<file path="src/rtl/mul_pkg.sv">
package mul_pkg;
    typedef enum logic [1:0] {
        ST_IDLE = 2'd0,
        ST_CALC = 2'd1,
        ST_SIGN = 2'd2
    } mul_state_e;
endpackage

</file>
<file path="src/rtl/mul_ctrl.sv">
module mul_ctrl
    import mul_pkg::*;
#(
    parameter int W = 32
) (
    input  logic clk,
    input  logic rst_n,
    input  logic start,
    output logic load,
    output logic step,
    output logic fin,
    output logic busy
);
    localparam int CW = $clog2(W);
    localparam logic [CW-1:0] LAST = CW'(W - 1);

    mul_state_e     state_q, state_d;
    logic [CW-1:0]  cnt_q;

    // state register process
    always_ff @(posedge clk) begin
        if (!rst_n) begin
            state_q <= ST_IDLE;
            cnt_q   <= '0;
        end else begin
            state_q <= state_d;
            if (load)
                cnt_q <= '0;
            else if (step)
                cnt_q <= cnt_q + 1'b1;
        end
    end

    // output and transition process
    always_comb begin
        state_d = state_q;
        load    = 1'b0;
        step    = 1'b0;
        fin     = 1'b0;
        busy    = 1'b1;
        unique case (state_q)
            ST_IDLE: begin
                busy = 1'b0;
                if (start) begin
                    load    = 1'b1;
                    state_d = ST_CALC;
                end
            end
            ST_CALC: begin
                step = 1'b1;
                if (cnt_q == LAST)
                    state_d = ST_SIGN;
            end
            ST_SIGN: begin
                fin     = 1'b1;
                state_d = ST_IDLE;
            end
            default: state_d = ST_IDLE;
        endcase
    end
endmodule

</file>
<file path="src/rtl/mul_shift_add.sv">
module mul_shift_add #(
    parameter int W = 32
) (
    input  logic           clk,
    input  logic           rst_n,
    input  logic           load,
    input  logic           step,
    input  logic           is_signed,
    input  logic [W-1:0]   op_a,
    input  logic [W-1:0]   op_b,
    output logic [2*W-1:0] prod
);
    localparam int PW = 2 * W;

    logic [PW-1:0] mcand_q, acc_q;
    logic [W-1:0]  mplier_q;
    logic          neg_q;

    logic          a_neg, b_neg;
    logic [W-1:0]  mag_a, mag_b;

    always_comb begin
        a_neg = is_signed & op_a[W-1];
        b_neg = is_signed & op_b[W-1];
        mag_a = a_neg ? (~op_a + 1'b1) : op_a;
        mag_b = b_neg ? (~op_b + 1'b1) : op_b;
    end

    always_ff @(posedge clk) begin
        if (!rst_n) begin
            mcand_q  <= '0;
            acc_q    <= '0;
            mplier_q <= '0;
            neg_q    <= 1'b0;
        end else if (load) begin
            mcand_q  <= {{W{1'b0}}, mag_a};
            mplier_q <= mag_b;
            acc_q    <= '0;
            neg_q    <= a_neg ^ b_neg;
        end else if (step) begin
            if (mplier_q[0])
                acc_q <= acc_q + mcand_q;
            mcand_q  <= mcand_q << 1;
            mplier_q <= mplier_q >> 1;
        end
    end

    assign prod = neg_q ? (~acc_q + 1'b1) : acc_q;
endmodule

</file>
<file path="src/rtl/mul_result_regs.sv">
module mul_result_regs #(
    parameter int W = 32
) (
    input  logic           clk,
    input  logic           rst_n,
    input  logic           wr,
    input  logic [2*W-1:0] prod,
    output logic [W-1:0]   hi,
    output logic [W-1:0]   lo
);
    always_ff @(posedge clk) begin
        if (!rst_n) begin
            hi <= '0;
            lo <= '0;
        end else if (wr) begin
            hi <= prod[2*W-1:W];
            lo <= prod[W-1:0];
        end
    end
endmodule

</file>
<file path="src/rtl/mul_hilo.sv">
module mul_hilo #(
    parameter int W = 32
) (
    input  logic         clk,
    input  logic         rst_n,
    input  logic         start,
    input  logic         is_signed,
    input  logic [W-1:0] op_a,
    input  logic [W-1:0] op_b,
    output logic         busy,
    output logic [W-1:0] hi,
    output logic [W-1:0] lo
);
    logic           load, step, fin;
    logic [2*W-1:0] prod;

    mul_ctrl #(.W(W)) u_ctrl (
        .clk(clk), .rst_n(rst_n), .start(start),
        .load(load), .step(step), .fin(fin), .busy(busy)
    );

    mul_shift_add #(.W(W)) u_dp (
        .clk(clk), .rst_n(rst_n), .load(load), .step(step),
        .is_signed(is_signed), .op_a(op_a), .op_b(op_b), .prod(prod)
    );

    mul_result_regs #(.W(W)) u_res (
        .clk(clk), .rst_n(rst_n), .wr(fin), .prod(prod),
        .hi(hi), .lo(lo)
    );
endmodule

</file>
<file path="config.mk">
export PLATFORM = sky130hd
export DESIGN_NAME = mul_hilo
export DESIGN_NICKNAME = d
export VERILOG_FILES = /design/src/rtl/mul_pkg.sv /design/src/rtl/mul_ctrl.sv /design/src/rtl/mul_shift_add.sv /design/src/rtl/mul_result_regs.sv /design/src/rtl/mul_hilo.sv
export SDC_FILE = /design/constraint.sdc
export NUM_CORES = 1
export LEC_CHECK = 0
export ABC_AREA = 0
export ABC_CLOCK_PERIOD_IN_PS = 7900
export BUFFER_PORTS_ARGS = -buffer_cell sky130_fd_sc_hd__buf_2
export CORE_MARGIN = 5
export CORE_UTILIZATION = 40
export CTS_CLUSTER_SIZE = 24
export DETAILED_ROUTE_END_ITERATION = 8
export SLEW_MARGIN = 0
export SYNTH_ARGS = -nofsm -noshare
export SYNTH_HDL_FRONTEND = slang
export SYNTH_HIERARCHICAL = 1
export SYNTH_SLANG_ARGS = --single-unit
</file>
<file path="constraint.sdc">
create_clock -name clk -period 7.9 [get_ports clk]
set_input_delay 0.395 -clock clk [delete_from_list [all_inputs] [get_ports clk]]
set_output_delay 0.395 -clock clk [all_outputs]
set_load 0.05 [all_outputs]
</file>
* Word level (Yosys, flattened, before mapping)
Cells that the tools add are included.
** Cells by class
- Divide/modulo/power cells :: 0
- $lt $le $gt $ge :: 0
- Multiplexer cells :: 15
- Add/subtract/negate cells :: 5
- Equal/unequal tests :: 5
- Bitwise logic cells :: 7
- Shift-type cells :: 0
- $mul :: 0
- Reductions and logical operators :: 5
** Operators by type and width (count)
- 32-bit 2-to-1 mux :: 6
- 32-bit by 1-bit adder with 32-bit output (second input constant) :: 2
- 64-bit by 1-bit adder with 64-bit output (second input constant) :: 1
- 64-bit adder :: 1
- 64-bit 2-to-1 mux :: 1
- 32-bit NOT :: 2
- 64-bit NOT :: 1
- 5-bit by 1-bit adder with 5-bit output (second input constant) :: 1
- 5-bit == test (second input constant) :: 1
- 1-bit 2-to-1 mux :: 5
- 2-bit 2-to-1 mux :: 2
- 2-bit case mux with 2 select lines :: 1
- 2-bit AND reduction :: 2
- 1-bit AND :: 2
- 2-bit by 1-bit == test with 1-bit output (second input constant) :: 1
- 2-bit == test (second input constant) :: 1
- 2-bit logical NOT :: 1
- 2-bit by 1-bit != test with 1-bit output (second input constant) :: 1
- 2-bit != test (second input constant) :: 1
- 2-bit nonzero test :: 1
- 2-bit OR reduction :: 1
- 1-bit NOT :: 1
- 1-bit bitwise XOR :: 1
** Word-level totals
- Bits in writable memories :: 0
- Bits in latches :: 0
- Bits in read-only memories :: 0
- Memories kept :: 0
- Bits in registers :: 232
- Output and inout port bits :: 65
- Input port bits :: 68
- Logic and storage cells :: 46

* Logic depth before layout (Yosys ltp)
Gate-level depths: netlist of run 1.
- Depth in word-level cells :: 4
- Gate-level depth with buffers :: 14
- Depth with buffers taken out :: 14

* By module
The synthesis of run 1 kept the hierarchy.
** By module, submodules not included
- mul_shift_add :: instances 1, seq. area each 3223.1 um^2, cells an instance 1636, area each 12499.5 um^2
- mul_result_regs :: instances 1, seq. area each 1281.2 um^2, cells an instance 206, area each 2451.1 um^2
- mul_ctrl :: instances 1, seq. area each 140.1 um^2, cells an instance 37, area each 335.3 um^2

* Least setup slack after synthesis of run 1
OpenSTA, ideal clock, no wires.
- Kind :: register -> register
- Start point :: register u_dp.acc_q[11]
- End point :: register u_res.hi[16]
- Setup time :: 0.117 ns
- Arrival :: 2.941 ns
- Slack :: 4.842 ns
- Clock period less this slack :: 3.058 ns
- Stages on the path, launching flop included :: 12
- Path through :: dfxtp_1 -> or4_4 -> nor3_4 -> nand4_2 -> or4_4 -> or4_4 -> or2_4 -> o21ai_4 -> nand2_1 -> xor2_1 -> mux2i_1 -> nor2b_1
** Between the ends
- Cells in the longest elaborated chain, start to end :: 3
** RTL lines
- from (decl) :: line mul_shift_add.sv:15 : logic [PW-1:0] mcand_q, acc_q;
- from (signal assigned) :: line mul_shift_add.sv:42 : acc_q <= acc_q + mcand_q;
- 64-bit NOT :: line mul_shift_add.sv:48 : assign prod = neg_q ? (~acc_q + 1'b1) : acc_q;
- 64-bit by 1-bit adder with 64-bit output :: line mul_shift_add.sv:48
- 64-bit 2-to-1 mux :: line mul_shift_add.sv:48
- via prod[48] :: line mul_hilo.sv:15 : logic [2*W-1:0] prod;
- to (signal assigned) :: line mul_result_regs.sv:16 : hi <= prod[2*W-1:W];
- to (decl) :: line mul_result_regs.sv:8 : output logic [W-1:0] hi,
The timed path passes the listed nets, and every way through them passes these cells.
A chain may end at the register's enable or synchronous reset.

* Final worst setup path of run 1
- Start point :: register u_dp.acc_q[6]
- End point :: register u_res.hi[27]
The elaborated chain is that of the path after synthesis.

==> results.ini, run 1 <==
[power]
pwr-share-clk_pct = 45.6
cellLeakagePower_uw = 0.006749
combPwrFrac_pct = 12.1
net-switching-power_uw = 762.3
p_sw_share_pct = 26.26
ir_worst_vdd_uv = 112.8
internal_power_uw = 2141
powerDensity_nw_per_um2 = 169.5
pwr-share-seq_pct = 42.3

[die]
row_count = 71
die_w_um = 205.5
floorplan.initialDensity_pct = 40.58
dieHeight_um = 205.5
ios = 133
coreArea_um2 = 37670
die-area_um2 = 42220

[route]
drt-wirelength-per-cell_um = 16.83
dr_total_vias = 13540
routed_wl_um = 41590
firstDrtPassIters = 7
first_iter_violations = 727
remaining_drc_errors = 0
vias_per_cell = 5.477
ant_nets = 0

[placement]
routabilityCongestion = 0.9160
hpwl_um = 30850
numPortBuffers = 132

[synthesis]
synthMuxAreaShare_pct = 6.548
synth_top_family_by_area = compound AO/OA/AOI/OAI gates
synth_warnings = 6
syn_avg_cell_area_um2 = 8.135
synth-simple-area-share_pct = 21.13
yosysSeqAreaShare_pct = 30.38
yosys-top-cells-area = dfxtp_1, mux2i_1, xnor2_1
synth_edf_count = 0
yosys.area_share.adder_pct = 5.697
ys_types = 72
syn_inst = 1879
async_flop_share_pct = 0
synth_xor_area_share_pct = 9.168
synthFlopType = dfxtp_1
synth_nets = 2016
synth_compound_area_share_pct = 22.87
yosysTopAreaCell = dfxtp_1
ys_ff_latch = 232
synth_top_area_share_pct = 30.38
mappedNetlistArea_um2 = 15290

[min_path]
hold_class = input pin to register

[setup_path]
cp-end-kind = register
cp.required_ns = 8.39
critical_path_class = register to register
critPathMaxFanout = 7
worst_ep_arrival_time_ns = 4.13
cp-start-kind = register

[clock_network]
cts_hold_buffers = 0
cts-root-buf = clkbuf_16
path_clk_slew_ns = 0.06
cts_tree = built
clock_sinks = 232
htree_levels = 1
cts_buffers = 29
cts_setup_buffers = 0
cts.path.max_buffers = 3
clk_latency_ns = 0.55
cts_resized = 0

[timing]
finalHoldViolCount = 0
rsz0062_at_grt = no
drv_slew = 0
tightest_slew_ns = 1.109
clock_skew_ns = 0.01088
fin_crit_sh_pct = 46.11
setup_violations = 0
fin_crit_ns = 3.643
fmaxAchievable_mhz = 274.5
setup_tns_ns = 0
relSlewSlack_pct = 26.10

[global_routing]
grt_max_degree = 85
overflow = 0
antenna_found_initial = 10
grt_pass1_vias = 12820
grt_pass1_wl_um = 67630
grtUsageTotal_pct = 19.23

[finish]
fin_util_pct = 45.47
layout-drive-gt1-share_pct = 10.99
area_growth_pct = 12.03
final_net_count = 2073
fillerInstances = 3809

[run]
cap_violations = 0

[run_status]
outcome = finished clean

==> power by group through the flow <==
stage / Combinational, uW / Clock [uW] / Sequential (uW)
global route: 391 / 1410 / 1230
global placement: 347 / 0 / 1250
floorplan: 260 / 0 / 1240
CTS: 353 / 1360 / 1230
finish: 352 / 1320 / 1230
detailed placement: 352 / 0 / 1250
==> synth_stat cells (16+ instances only) <==
| library cell | instances |
|---|---|
| a31oi_1 | 19 |
| a21o_1 | 35 |
| or3_1 | 24 |
| nor3_1 | 30 |
| a21oi_1 | 138 |
| o21bai_1 | 17 |
| inv_1 | 32 |
| nand4_1 | 22 |
| nor2_1 | 109 |
| a211oi_1 | 121 |
| xor2_1 | 50 |
| clkbuf_1 | 98 |
| xnor2_1 | 110 |
| nor4_1 | 22 |
| nand3_1 | 32 |
| nor2b_1 | 134 |
| dfxtp_1 | 232 |
| o41ai_1 | 16 |
| o21ai_0 | 90 |
| o31ai_1 | 27 |
| nand2_1 | 195 |
| mux2i_1 | 100 |
| ha_1 | 68 |
==> per-stage QoR <==
stage,hold slack (ns),worst slack (ns),cells,power [uW],area (um2)
finish,0.1626,4.257,2472,2903,17130
global route,0.1669,4.053,2472,3029,17130
CTS,0.1358,4.272,2468,2943,17120
detailed placement,0.4914,4.290,2416,1604,16170
global placement,0.4868,4.333,2416,1600,16170
floorplan,0.4574,4.842,1879,1503,15290
==> metal layers <==
layer | vias up | global-route usage, % | share of wire (%)
met1 | 6184 | 27.73 | 49
met4 | 10 | 5.526 | 2.6
met5 | - | 0 | 0.18
li1 | 6941 | - | -
met3 | 76 | 3.625 | 6.1
met2 | 329 | 29.28 | 42
==> worst paths after layout <==
check | depth (start not counted) | slack [ns] | endpoint | start
worst max register to register | 11 | 4.26 | u_res/hi[27] | u_dp/acc_q[6]
worst min register to register | 2 | 0.51 | u_ctrl/cnt_q[3] | u_ctrl/cnt_q[3]
worst max-delay path | 11 | 4.26 | u_res/hi[27] | u_dp/acc_q[6]
worst min-delay path | 3 | 0.16 | u_dp/mplier_q[20] | op_b[20]
==> area by class of cell <==
class | instances | area (um2) | area share [%]
Clock buffer | 44 | 852.1 | 4.976
Clock inverter | 8 | 96.34 | 0.5626
Tap cell | 511 | 639.4 | 3.733
Multi-Input combinational cell | 1498 | 10020 | 58.50
Timing Repair Buffer | 143 | 743.2 | 4.340
Inverter | 32 | 120.1 | 0.7014
Sequential cell | 232 | 4646 | 27.13
Antenna cell | 4 | 10.01 | 0.05845
==> cells by family after synthesis <==
family	after synthesis
AOI/OAI and AO/OA	535
adders and majority gates	69
buffers and inverters	149
DFF	232
xor gates and xnor gates	160
and+or+nand+nor	634
muxes	100
==> layout by cell type (no fill, tap or decap), types with 35 or more instances in the layout <==
| cell | count |
|---|---|
| dfxtp_1 | 231 |
| nand2_1 | 195 |
| a21oi_1 | 138 |
| nor2b_1 | 133 |
| buf_2 | 132 |
| a211oi_1 | 121 |
| xnor2_1 | 110 |
| nor2_1 | 107 |
| mux2i_1 | 100 |
| o21ai_0 | 90 |
| ha_1 | 68 |
| xor2_1 | 50 |
| a21o_1 | 35 |
==> state kept, by name (all words and copies together), names as in the netlist <==
register        cells
u_dp/acc_q         64
u_ctrl/cnt_q        5
u_dp/mcand_q       64
u_dp/neg_q          1
u_dp/mplier_q      32
u_res/lo           32
u_res/hi           32
u_ctrl/state_q      2
==> worst max-delay path, stage by stage (launching register included) <==
cell and delay (ns):
dfxtp_1 0.37, or4_4 0.60, or3_1 0.45, nor3_1 0.37, nand3_1 0.32, or2_1 0.37
nor2_1 0.22, nand3_1 0.15, o41ai_1 0.35, xnor2_1 0.16, mux2i_1 0.09, nor2b_1 0.13
Note: power is estimated with default switching activity, not from simulation.
==> run 2: changes to the inputs <==
--- a/config.mk
+++ b/config.mk
@@ -6,7 +6,7 @@
 export NUM_CORES = 1
 export LEC_CHECK = 0
 export ABC_AREA = 0
-export ABC_CLOCK_PERIOD_IN_PS = 7900
+export ABC_CLOCK_PERIOD_IN_PS = 3420
 export BUFFER_PORTS_ARGS = -buffer_cell sky130_fd_sc_hd__buf_2
 export CORE_MARGIN = 5
 export CORE_UTILIZATION = 40
==> constraint.sdc (replaced) <==
create_clock -name clk -period 3.42 [get_ports clk]
set_input_delay 0.171 -clock clk [delete_from_list [all_inputs] [get_ports clk]]
set_output_delay 0.171 -clock clk [all_outputs]
set_load 0.05 [all_outputs]
==> run 2 against run 1 <==
Against the previous run: sequential share of layout area decreased by 1.5 points; fmax is 12% higher; first-iteration DRC count rose by 16%.
==> results.ini, run 2 (synthesized netlist as in run 1, its figures left out) <==
[run_status]
outcome = finished clean  ; unchanged

[setup_path]
cp_slowest_cell = or4_4  ; unchanged
cp_slowest_stage_delay_ns = 0.50  ; was 0.60 ns
reg2regPathDepth = 11  ; unchanged
cp.required_ns = 3.88  ; was 8.39 ns
cpMostUsedCell = or4_4  ; was nand3_1
worst_ep_arrival_time_ns = 3.72  ; was 4.13 ns
path_buf_inv = 0  ; unchanged
cp.depth = 11  ; unchanged
critical_path_class = register to register  ; unchanged
cp-start-kind = register  ; unchanged
cp-end-kind = register  ; unchanged
crit_chain = or3_1 > nor4_4 > nand4_2 > or4_4 > or4_4 > or2_4 > o21ai_4 > nand2_1 > xor2_1 > mux2i_1 > nor2b_1  ; was or4_4 > or3_1 > nor3_1 > nand3_1 > or2_1 > nor2_1 > nand3_1 > o41ai_1 > xnor2_1 > mux2i_1 > nor2b_1
critical-path-top-delay-family = simple AND/OR/NAND/NOR gates  ; unchanged
critPathMaxFanout = 5  ; was 7

[route]
vias_per_cell = 5.451  ; was 5.477
routed_wl_um = 42910  ; was 41590 um
first_iter_violations = 841  ; was 727
dr_total_vias = 14020  ; was 13540
drt-wirelength-per-cell_um = 16.69  ; was 16.83 um
ant_nets = 0  ; unchanged
firstDrtPassIters = 5  ; was 7
remaining_drc_errors = 0  ; unchanged

[timing]
relSlewSlack_pct = 29.45  ; was 26.10%
drv_slew = 0  ; unchanged
fin_hold_ws_ns = 0.01376  ; was 0.1626 ns
fin_crit_ns = 3.264  ; was 3.643 ns
clock_skew_ns = 0.02440  ; was 0.01088 ns
finalHoldViolCount = 0  ; unchanged
tightest_slew_ns = 1.058  ; was 1.109 ns
fin_crit_sh_pct = 95.43  ; was 46.11%
fmaxAchievable_mhz = 306.4  ; was 274.5 MHz
setup_violations = 0  ; unchanged

[finish]
fillerInstances = 3745  ; was 3809
layout-drive-gt1-share_pct = 13.06  ; was 10.99%
final_cell_mix = dfxtp_1, nand2_1, a21oi_1  ; unchanged
top_regs = u_dp/acc_q (64), u_dp/mcand_q (64)  ; unchanged
final_common_cell = dfxtp_1  ; unchanged
ff_latch_area_um2 = 4646  ; unchanged
area_growth_pct = 18.62  ; was 12.03%
multi_input_area_um2 = 10070  ; was 10020 um2
antennaDiodeCount = 0  ; was 4
postLayoutCellArea_um2 = 18130  ; was 17130 um2
final_net_count = 2177  ; was 2073

[clock_network]
clock_sinks = 232  ; unchanged
cts_tree = built  ; unchanged
htree_levels = 1  ; unchanged
path_clk_slew_ns = 0.06  ; about the same
clk_latency_ns = 0.56  ; was 0.55 ns
cts_buffers = 28  ; was 29
cts.path.max_buffers = 3  ; unchanged
cts-root-buf = clkbuf_16  ; unchanged

[global_routing]
overflow = 0  ; unchanged
grt_pass1_vias = 13160  ; was 12820
grtUsageTotal_pct = 19.82  ; was 19.23%
grt_pass1_wl_um = 69840  ; was 67630 um
grt_max_degree = 139  ; was 85
antenna_found_initial = 0  ; was 10

[placement]
routabilityCongestion = 0.8819  ; was 0.9160
numPortBuffers = 132  ; unchanged
hpwl_um = 31890  ; was 30850 um
dpl-instance-area_um2 = 16550  ; was 16170 um2

[run]
cap_violations = 0  ; unchanged

[die]
coreArea_um2 = 37670  ; unchanged
floorplan.initialDensity_pct = 40.58  ; unchanged
ios = 133  ; unchanged
row_count = 71  ; unchanged
die-area_um2 = 42220  ; unchanged
dieHeight_um = 205.5  ; unchanged
die_w_um = 205.5  ; unchanged

[power]
ir_worst_vdd_uv = 282.9  ; was 112.8 uV
cellLeakagePower_uw = 0.007241  ; was 0.006749 uW
powerDensity_nw_per_um2 = 374.7  ; was 169.5 nW/um2

[min_path]
whs_path_depth = 3  ; unchanged
hold_class = input pin to register  ; unchanged

[run 2: cell types whose count changed in the layout (fill, tap and decap cells not counted), sizes merged]
| cell | previous run | this run |
|---|---|---|
| dlygate4sd3 | 0 | 57 |
| buf | 143 | 191 |
| diode | 4 | 0 |
| clkinv | 4 | 2 |
| bufinv | 2 | 3 |
| inv | 33 | 32 |
[run 2: stage by stage]
step                      std cells  TNS (ns)  setup slack, ns  util [%]  power [uW]
final                          2571         0           0.1563     48.14        6794
after global routing           2571  -0.02047         -0.01047     48.14        7102
after CTS                      2569         0           0.1009     47.97        6870
after detailed placement       2462         0           0.1095     43.93        3737
after global placement         2462         0           0.1390     43.93        3729
after floorplan                1879         0           0.3622         -        3471
[run 2: metal layers]
metal  up-vias  global-route usage (%)  part of all wire (%)
met4         0                   4.330                   1.7
met3        56                   2.648                   5.5
met2       337                   30.43                    42
met1      6484                   29.61                    50
li1       7138                       -                     -
met5         -                       0                     0
[run 2: power breakdown]
| group | switching (uW) | total (uW) | internal [uW] | leakage, uW |
|---|---|---|---|---|
| Clock | 1170 | 3050 | 1880 | 0.000459 |
| Combinational | 515 | 896 | 381 | 0.00490 |
| Sequential | 68.8 | 2850 | 2780 | 0.00188 |
[run 2: timing repair]
item | in CTS | in global routing
hold buffers | 57 | 0
hold endpoints to repair | 56 | 0
setup buffers | 0 | 2
resized for setup | 0 | 13
setup endpoints to repair | 0 | 20
[run 2: layout make-up]
type / instances / area share, %
clock buffers: 44 / 4.582
well taps: 511 / 3.526
flip-flops and latches: 232 / 25.62
clock inverters: 6 / 0.6555
repair buffers: 248 / 9.440
inverters: 32 / 0.6624
multi-input cells: 1498 / 55.51
[run 2: worst paths after layout]
path | from | to | slack (ns)
worst max-delay path | u_dp/acc_q[3] | u_res/hi[24] | 0.16
worst min-delay path | op_a[8] | u_dp/mcand_q[8] | 0.01
worst max register to register | u_dp/acc_q[3] | u_res/hi[24] | 0.16
worst min register to register | u_dp/acc_q[40] | u_dp/acc_q[40] | 0.50
[run 2: worst register-to-register path, cell delays in order, from the launching register on]
cell,delay [ns]
dfxtp_1,0.34
or3_1,0.42
nor4_4,0.34
nand4_2,0.19
or4_4,0.47
or4_4,0.50
or2_4,0.29
o21ai_4,0.19
nand2_1,0.09
xor2_1,0.15
mux2i_1,0.15
nor2b_1,0.06
